### src/rtl/pio_tmg_pkg.sv
package pio_tmg_pkg;

    localparam int NSETS = 2;
    localparam int CNT_W = 5;

    localparam logic [1:0] IDX_RD_TIM = 2'd0;
    localparam logic [1:0] IDX_WR_TIM = 2'd1;
    localparam logic [1:0] IDX_STRAP  = 2'd2;
    localparam logic [1:0] IDX_MISC   = 2'd3;

    // Upper nibble: pulse clocks - 1; lower nibble: recovery clocks - 2
    typedef struct packed {
        logic [3:0] pulse_code;
        logic [3:0] recov_code;
    } cyc_tim_t;

    typedef struct packed {
        logic       prefetch;
        logic [1:0] setup_code;
        logic [1:0] rdy_code;
        logic       set_sel;
    } misc_t;

    // Counter reload values, each equal to the phase length minus one
    typedef struct packed {
        logic [CNT_W-1:0] setup_ld;
        logic [CNT_W-1:0] pulse_ld;
        logic [CNT_W-1:0] recov_ld;
    } phase_ld_t;

    typedef enum logic [1:0] {PH_IDLE, PH_SETUP, PH_ACTIVE, PH_RECOV} phase_e;

    localparam cyc_tim_t TIM_SLOWEST = '{pulse_code: 4'hF, recov_code: 4'hF};
    localparam misc_t    MISC_RESET  = '{prefetch: 1'b0, setup_code: 2'd3,
                                         rdy_code: 2'd0, set_sel: 1'b0};

    function automatic phase_ld_t load_values(logic [1:0] setup_code, cyc_tim_t tim);
        phase_ld_t v;
        v.setup_ld = CNT_W'(setup_code);
        v.pulse_ld = CNT_W'(tim.pulse_code);
        v.recov_ld = CNT_W'(tim.recov_code) + CNT_W'(1);
        return v;
    endfunction

    function automatic logic [7:0] misc_to_byte(misc_t m);
        return {1'b0, m.prefetch, m.setup_code, 1'b0, m.rdy_code, m.set_sel};
    endfunction

endpackage

### src/rtl/pio_tmg_regs.sv
module pio_tmg_regs
    import pio_tmg_pkg::*;
#(
    parameter int SETS = NSETS
) (
    input  logic                  clk,
    input  logic                  rst,
    input  logic                  wr_en,
    input  logic [1:0]            wr_addr,
    input  logic [7:0]            wr_data,
    input  logic [1:0]            rd_addr,
    output logic [7:0]            rd_data,
    input  logic                  strap_in,
    output cyc_tim_t [SETS-1:0]   rd_tim_o,
    output cyc_tim_t [SETS-1:0]   wr_tim_o,
    output misc_t                 misc_o
);

    misc_t              misc_q;
    cyc_tim_t [SETS-1:0] rd_tim_q;
    cyc_tim_t [SETS-1:0] wr_tim_q;

    always_ff @(posedge clk) begin
        if (rst) begin
            misc_q <= MISC_RESET;
        end else if (wr_en && wr_addr == IDX_MISC) begin
            misc_q <= misc_t'({wr_data[6:4], wr_data[2:0]});
        end
    end

    for (genvar g = 0; g < SETS; g++) begin : g_set
        always_ff @(posedge clk) begin
            if (rst) begin
                rd_tim_q[g] <= TIM_SLOWEST;
                wr_tim_q[g] <= TIM_SLOWEST;
            end else if (wr_en && misc_q.set_sel == 1'(g)) begin
                if (wr_addr == IDX_RD_TIM) rd_tim_q[g] <= cyc_tim_t'(wr_data);
                if (wr_addr == IDX_WR_TIM) wr_tim_q[g] <= cyc_tim_t'(wr_data);
            end
        end
    end

    always_comb begin
        case (rd_addr)
            IDX_RD_TIM: rd_data = rd_tim_q[misc_q.set_sel];
            IDX_WR_TIM: rd_data = wr_tim_q[misc_q.set_sel];
            IDX_STRAP:  rd_data = {7'd0, strap_in};
            default:    rd_data = misc_to_byte(misc_q);
        endcase
    end

    assign rd_tim_o = rd_tim_q;
    assign wr_tim_o = wr_tim_q;
    assign misc_o   = misc_q;

    // The unselected set keeps its read timing byte
    p_other_set_kept_r2: assert property (@(posedge clk) disable iff (rst)
        (wr_en && wr_addr == IDX_RD_TIM && misc_q.set_sel == 1'b0) |=> $stable(rd_tim_q[1]));

    // A write to the strap slot leaves every register unchanged
    p_strap_slot_ro_r10: assert property (@(posedge clk) disable iff (rst)
        (wr_en && wr_addr == IDX_STRAP) |=> ($stable(misc_q) && $stable(rd_tim_q) && $stable(wr_tim_q)));

endmodule

### src/rtl/pio_phase_seq.sv
module pio_phase_seq
    import pio_tmg_pkg::*;
#(
    parameter int SETS = NSETS
) (
    input  logic                clk,
    input  logic                rst,
    input  logic                req,
    input  logic                req_drive,
    input  logic                req_write,
    input  cyc_tim_t [SETS-1:0] rd_tim,
    input  cyc_tim_t [SETS-1:0] wr_tim,
    input  logic [1:0]          setup_code,
    output logic                addr_valid,
    output logic                rd_strobe,
    output logic                wr_strobe,
    output logic                cyc_drive,
    output logic                busy,
    output logic                done
);

    phase_e           st_q;
    logic [CNT_W-1:0] cnt_q;
    phase_ld_t        lat_q;
    logic             drv_q;
    logic             dir_wr_q;
    logic             done_q;

    cyc_tim_t  sel_tim;
    phase_ld_t new_ld;

    always_comb begin
        sel_tim = req_write ? wr_tim[req_drive] : rd_tim[req_drive];
        new_ld  = load_values(setup_code, sel_tim);
    end

    always_ff @(posedge clk) begin
        if (rst) begin
            st_q     <= PH_IDLE;
            cnt_q    <= '0;
            lat_q    <= '0;
            drv_q    <= 1'b0;
            dir_wr_q <= 1'b0;
            done_q   <= 1'b0;
        end else begin
            done_q <= 1'b0;
            case (st_q)
                PH_IDLE: begin
                    if (req) begin
                        lat_q    <= new_ld;
                        cnt_q    <= new_ld.setup_ld;
                        drv_q    <= req_drive;
                        dir_wr_q <= req_write;
                        st_q     <= PH_SETUP;
                    end
                end
                PH_SETUP: begin
                    if (cnt_q == '0) begin
                        cnt_q <= lat_q.pulse_ld;
                        st_q  <= PH_ACTIVE;
                    end else begin
                        cnt_q <= cnt_q - CNT_W'(1);
                    end
                end
                PH_ACTIVE: begin
                    if (cnt_q == '0) begin
                        cnt_q <= lat_q.recov_ld;
                        st_q  <= PH_RECOV;
                    end else begin
                        cnt_q <= cnt_q - CNT_W'(1);
                    end
                end
                default: begin
                    if (cnt_q == '0) begin
                        st_q   <= PH_IDLE;
                        done_q <= 1'b1;
                    end else begin
                        cnt_q <= cnt_q - CNT_W'(1);
                    end
                end
            endcase
        end
    end

    assign addr_valid = (st_q == PH_SETUP);
    assign rd_strobe  = (st_q == PH_ACTIVE) && !dir_wr_q;
    assign wr_strobe  = (st_q == PH_ACTIVE) && dir_wr_q;
    assign busy       = (st_q != PH_IDLE);
    assign cyc_drive  = drv_q;
    assign done       = done_q;

    // At most one of setup / read pulse / write pulse at a time
    p_one_phase_r7: assert property (@(posedge clk) disable iff (rst)
        $onehot0({addr_valid, rd_strobe, wr_strobe}));

    // A strobe always starts right after the setup phase
    p_strobe_after_setup_r7: assert property (@(posedge clk) disable iff (rst)
        $rose(rd_strobe || wr_strobe) |-> $past(addr_valid));

    // done follows the last recovery cycle
    p_done_after_recov_r7: assert property (@(posedge clk) disable iff (rst)
        done |-> $past(st_q == PH_RECOV));

    // Captured timings do not move once a cycle is under way
    p_latched_hold_r9: assert property (@(posedge clk) disable iff (rst)
        busy |=> $stable(lat_q));

    // A request while busy does not retarget the running cycle
    p_busy_drops_req_r8: assert property (@(posedge clk) disable iff (rst)
        (busy && req) |=> $stable(cyc_drive));

endmodule

### src/rtl/pio_timing_gen.sv
module pio_timing_gen
    import pio_tmg_pkg::*;
(
    input  logic       clk,
    input  logic       rst,
    input  logic       reg_wr,
    input  logic [1:0] reg_addr,
    input  logic [7:0] reg_wdata,
    input  logic [1:0] reg_raddr,
    output logic [7:0] reg_rdata,
    input  logic       strap_25mhz,
    input  logic       req,
    input  logic       req_drive,
    input  logic       req_write,
    output logic       addr_valid,
    output logic       rd_strobe,
    output logic       wr_strobe,
    output logic       cyc_drive,
    output logic       busy,
    output logic       done,
    output logic       prefetch_en
);

    cyc_tim_t [NSETS-1:0] rd_tim;
    cyc_tim_t [NSETS-1:0] wr_tim;
    misc_t                misc;

    pio_tmg_regs #(.SETS(NSETS)) u_regs (
        .clk      (clk),
        .rst      (rst),
        .wr_en    (reg_wr),
        .wr_addr  (reg_addr),
        .wr_data  (reg_wdata),
        .rd_addr  (reg_raddr),
        .rd_data  (reg_rdata),
        .strap_in (strap_25mhz),
        .rd_tim_o (rd_tim),
        .wr_tim_o (wr_tim),
        .misc_o   (misc)
    );

    pio_phase_seq #(.SETS(NSETS)) u_seq (
        .clk        (clk),
        .rst        (rst),
        .req        (req),
        .req_drive  (req_drive),
        .req_write  (req_write),
        .rd_tim     (rd_tim),
        .wr_tim     (wr_tim),
        .setup_code (misc.setup_code),
        .addr_valid (addr_valid),
        .rd_strobe  (rd_strobe),
        .wr_strobe  (wr_strobe),
        .cyc_drive  (cyc_drive),
        .busy       (busy),
        .done       (done)
    );

    assign prefetch_en = misc.prefetch;

    // Reset leaves the block idle with prefetch off
    p_idle_after_reset_r1: assert property (@(posedge clk)
        $past(rst) |-> (!busy && !done && !prefetch_en));

endmodule

### config.mk
export PLATFORM = sky130hd
export DESIGN_NAME = pio_timing_gen
export DESIGN_NICKNAME = d
export VERILOG_FILES = /design/src/rtl/pio_tmg_pkg.sv /design/src/rtl/pio_tmg_regs.sv /design/src/rtl/pio_phase_seq.sv /design/src/rtl/pio_timing_gen.sv
export SDC_FILE = /design/constraint.sdc
export NUM_CORES = 1
export LEC_CHECK = 0
export CAP_MARGIN = 5
export CORE_MARGIN = 4
export CORE_UTILIZATION = 45
export DETAILED_ROUTE_END_ITERATION = 12
export DONT_BUFFER_PORTS = 1
export PLACE_DENSITY = 0.71
export REMOVE_ABC_BUFFERS = 1
export SETUP_SLACK_MARGIN = 0.02
export SLEW_MARGIN = 10
export SYNTH_ARGS = -nofsm -noshare
export SYNTH_HDL_FRONTEND = slang
export SYNTH_SLANG_ARGS = --single-unit
### constraint.sdc
create_clock -name clk -period 1.8 [get_ports clk]
set_input_delay 0.18 -clock clk [delete_from_list [all_inputs] [get_ports clk]]
set_output_delay 0.18 -clock clk [all_outputs]
set_load 0.01 [all_outputs]
==> impl_metrics.ini <==
[worst_setup_path]
worstReg2RegEnd = u_seq.cnt_q[3]
slowest_delay_ns = 0.48
worstPathMaxFanout = 4
timing.critical_path.to_type = register
worst_path_dominant_cell_family = simple AND/OR/NAND/NOR gates
worstRegToRegCells = 7
cp_num_buf_inv = 2
cp_data_required_time_ns = 1.99
setup_crit_path_kind = register to register
timing.reg2reg.setup_slack_ns = 0.03
critical_path.cell_chain = inv_2 > ha_4 > or4b_4 > o41ai_4 > buf_4 > or2b_4 > o32ai_2
regToRegStartpoint = u_seq.cnt_q[1]
crit_arrival_ns = 1.96
start_kind = register
critical_path_cell_with_the_highest_stage_delay = sky130_fd_sc_hd__or4b_4

[global_route]
grt_start_max_net_pins = 38
overall_global_routing_resource_usage = 0.205
first_pass_grt_wire_length_microns = 12200
grt_pass1_vias = 2477
antenna_violations_before_repair = 0
overflow = 0

[sta]
worst_clock_skew_ns = 0.00841
setup_viol = 0
slew_violations = 0
hold-worst-slack_ns = 0.00804
fin_crit_sh = 0.984
slew-limit-headroom = 0.547
fin_crit_ns = 1.77
worst_pin_slew_ns = 0.677
clock.fmax_mhz = 565
endpoints_failing_hold = 0
setup_repair_after_global_routing_missed_its_margin = yes

[die]
floorplan.initialDensity = 0.463
dieArea_sq_mm = 0.00789
core_area_sq_mm = 0.00635
number_of_ports_placed_on_the_die_boundary = 34
placement_rows = 29
die_width_microns = 88.8
floorplan.die.height_microns = 88.8

[clock_tree]
clock_insertion_delay_worst_skew_ns = 0.33
clkTransAtPathRegs_ns = 0.06
clock_tree.root_cell = sky130_fd_sc_hd__clkbuf_8
tritoncts = yes
cts_htree_levels = 3
cts_buffer_depth = 2
numClockSinks = 57
tritoncts.num_buffers = 9

[flow_run]
drv_cap = 0

[synth]
per_instance_average_area_after_synthesis_sq_um = 9.18
syn_area_sq_mm = 0.00294
post-synth-top-count-cell = sky130_fd_sc_hd__nand2_1
synth_top_area_cell = sky130_fd_sc_hd__dfxtp_1
synth_seq_cells = 57
synth_seq_area_share = 0.388
post-synth-top-area-fraction = 0.388
postSynthCellCount = 320
synth_enable_flop_cells = 0
synth_top_cells_by_area = sky130_fd_sc_hd__dfxtp_1, sky130_fd_sc_hd__mux2i_1, sky130_fd_sc_hd__nand2_1, sky130_fd_sc_hd__mux4_2, sky130_fd_sc_hd__o21ai_0
netlist-cell-type-count = 48
synth.cells.most_frequent = sky130_fd_sc_hd__nand2_1, sky130_fd_sc_hd__dfxtp_1, sky130_fd_sc_hd__mux2i_1
fraction_of_registers_with_async_set_reset = 0
ys_dominant_reg_cell = sky130_fd_sc_hd__dfxtp_1
yosys_warnings = 0

[final_layout]
n_fill_cell = 558
num-nets-final = 380
seqCellArea_sq_mm = 0.00115
area_growth_pct = 20.6
antennaDiodeCount = 0
multi_input_comb_area_sq_mm = 0.00170
cell_area_after_layout_sq_mm = 0.00354
drive_gt1_frac = 0.212

[drt]
routed_wirelength_microns = 7420
per_cell_via_count_in_the_routed_design = 5.70
drc_errors = 0
wl_per_cell_microns = 17.1
drt.antenna.violating_nets = 0
first_pass_iters = 4
drt_first_iter_violations = 146
vias = 2481

[hold_path]
min_path_cells = 2
worstHoldPathType = input pin to register
start_point_of_the_worst_min_delay_path = rst
whs_endpoint = u_seq.cnt_q[0]

[pwr]
p_leak_nw = 1.43
cellPowerDensity_mw_per_mm2 = 1180
power.ir.vdd_worst_mv = 1.11

[placement]
routabilityCongestion = 0.880
dp_hpwl_microns = 4850
placed_cell_area_sq_mm = 0.00317
placement.io_buffers = 0

[outcome]
status = completed
-- power by group --
part | internal [mW] | switching [mW] | total, mW
logic | 0.834 | 0.846 | 1.68
registers | 1.40 | 0.0829 | 1.48
clock network | 0.553 | 0.478 | 1.03
total | 2.79 | 1.41 | 4.19
-- worst register-to-register path, stage by stage, from the launching register on --
cell and delay (ns):
sky130_fd_sc_hd__dfxtp_1 0.32, sky130_fd_sc_hd__inv_2 0.08, sky130_fd_sc_hd__ha_4 0.14, sky130_fd_sc_hd__or4b_4 0.48
sky130_fd_sc_hd__o41ai_4 0.23, sky130_fd_sc_hd__buf_4 0.18, sky130_fd_sc_hd__or2b_4 0.14, sky130_fd_sc_hd__o32ai_2 0.07
-- cells by family (layout without fill, tap and decap cells) --
logic type	after synthesis	count (layout)	share of synthesized area
flip-flops	57	57	0.388
multiplexers	52	52	0.224
AO/OA/AOI/OAI	53	53	0.123
XOR/XNOR	2	2	0.00596
AND/OR/NAND/NOR	115	115	0.184
buffers and inverters	35	73	0.0494
adder cells (fa/ha/maj)	6	6	0.0255
-- flip-flops by register name (all words and copies together) (netlist names), 2 cells and up --
signal and cells:
u_seq.st_q 2, u_regs.wr_tim_o 16, u_seq.lat_q 9, u_regs.rd_tim_o 16
u_seq.cnt_q 5, u_regs.misc_o 6
-- layer usage --
layer	share of wire	global-route usage	vias to the layer above
met5	0	0	-
met4	0.015	0.0618	0
met3	0.060	0.0670	11
met2	0.49	0.339	75
met1	0.43	0.256	1196
li1	-	-	1199
-- cell type report --
type | count | share of cell area
inverters | 13 | 0.0138
flip-flops and latches | 57 | 0.323
repair buffers | 46 | 0.109
clock buffers | 11 | 0.0427
well taps | 77 | 0.0272
multi-input cells | 228 | 0.479
clock inverters | 3 | 0.00494
-- worst max path at each step --
stage,cells after the start,end,startpoint,slack [ns]
floorplan,3,u_regs.rd_tim_o[10],u_regs.misc_o[0],-0.74
global placement,7,u_seq.cnt_q[0],u_seq.cnt_q[0],0.008
detailed placement,7,u_seq.cnt_q[0],u_seq.cnt_q[0],-0.04
CTS,7,u_seq.cnt_q[3],u_seq.cnt_q[1],0.02
global route,7,u_seq.cnt_q[3],u_seq.cnt_q[0],-0.03
finish,7,u_seq.cnt_q[3],u_seq.cnt_q[1],0.03
-- metrics by stage --
step           power, mW  worst slack (ns)  setup TNS [ns]  std cells  utilization
3_3_place_gp        2.97           0.00799               0        403        0.499
6_report            4.19            0.0289               0        435        0.558
5_1_grt             4.47           -0.0272         -0.0689        435        0.558
4_1_cts             4.12            0.0200               0        432        0.551
3_5_place_dp        3.01           -0.0385         -0.0882        403        0.499
2_1_floorplan       2.47            -0.744          -14.80        298            -
-- cells in the final DEF, fill, tap and decap left out, drive strengths merged, types with 3 or more instances in the layout --
master	count
inv	13
nand3	13
nor2b	3
dlygate4sd3	15
o21ai	18
o32ai	3
nor2	10
a21oi	16
dfxtp	57
clkbuf	11
nand2	69
mux4	11
mux2i	41
buf	31
ha	6
-- what timing repair did --
action,4_1_cts,5_1_grt
pin swaps,1,0
setup buffers,0,3
hold endpoints to repair,54,0
gates resized for setup,5,10
setup endpoints to repair,7,8
hold buffers,15,0
gates cloned,0,0
No activity file was read; power rests on OpenSTA's default activity.
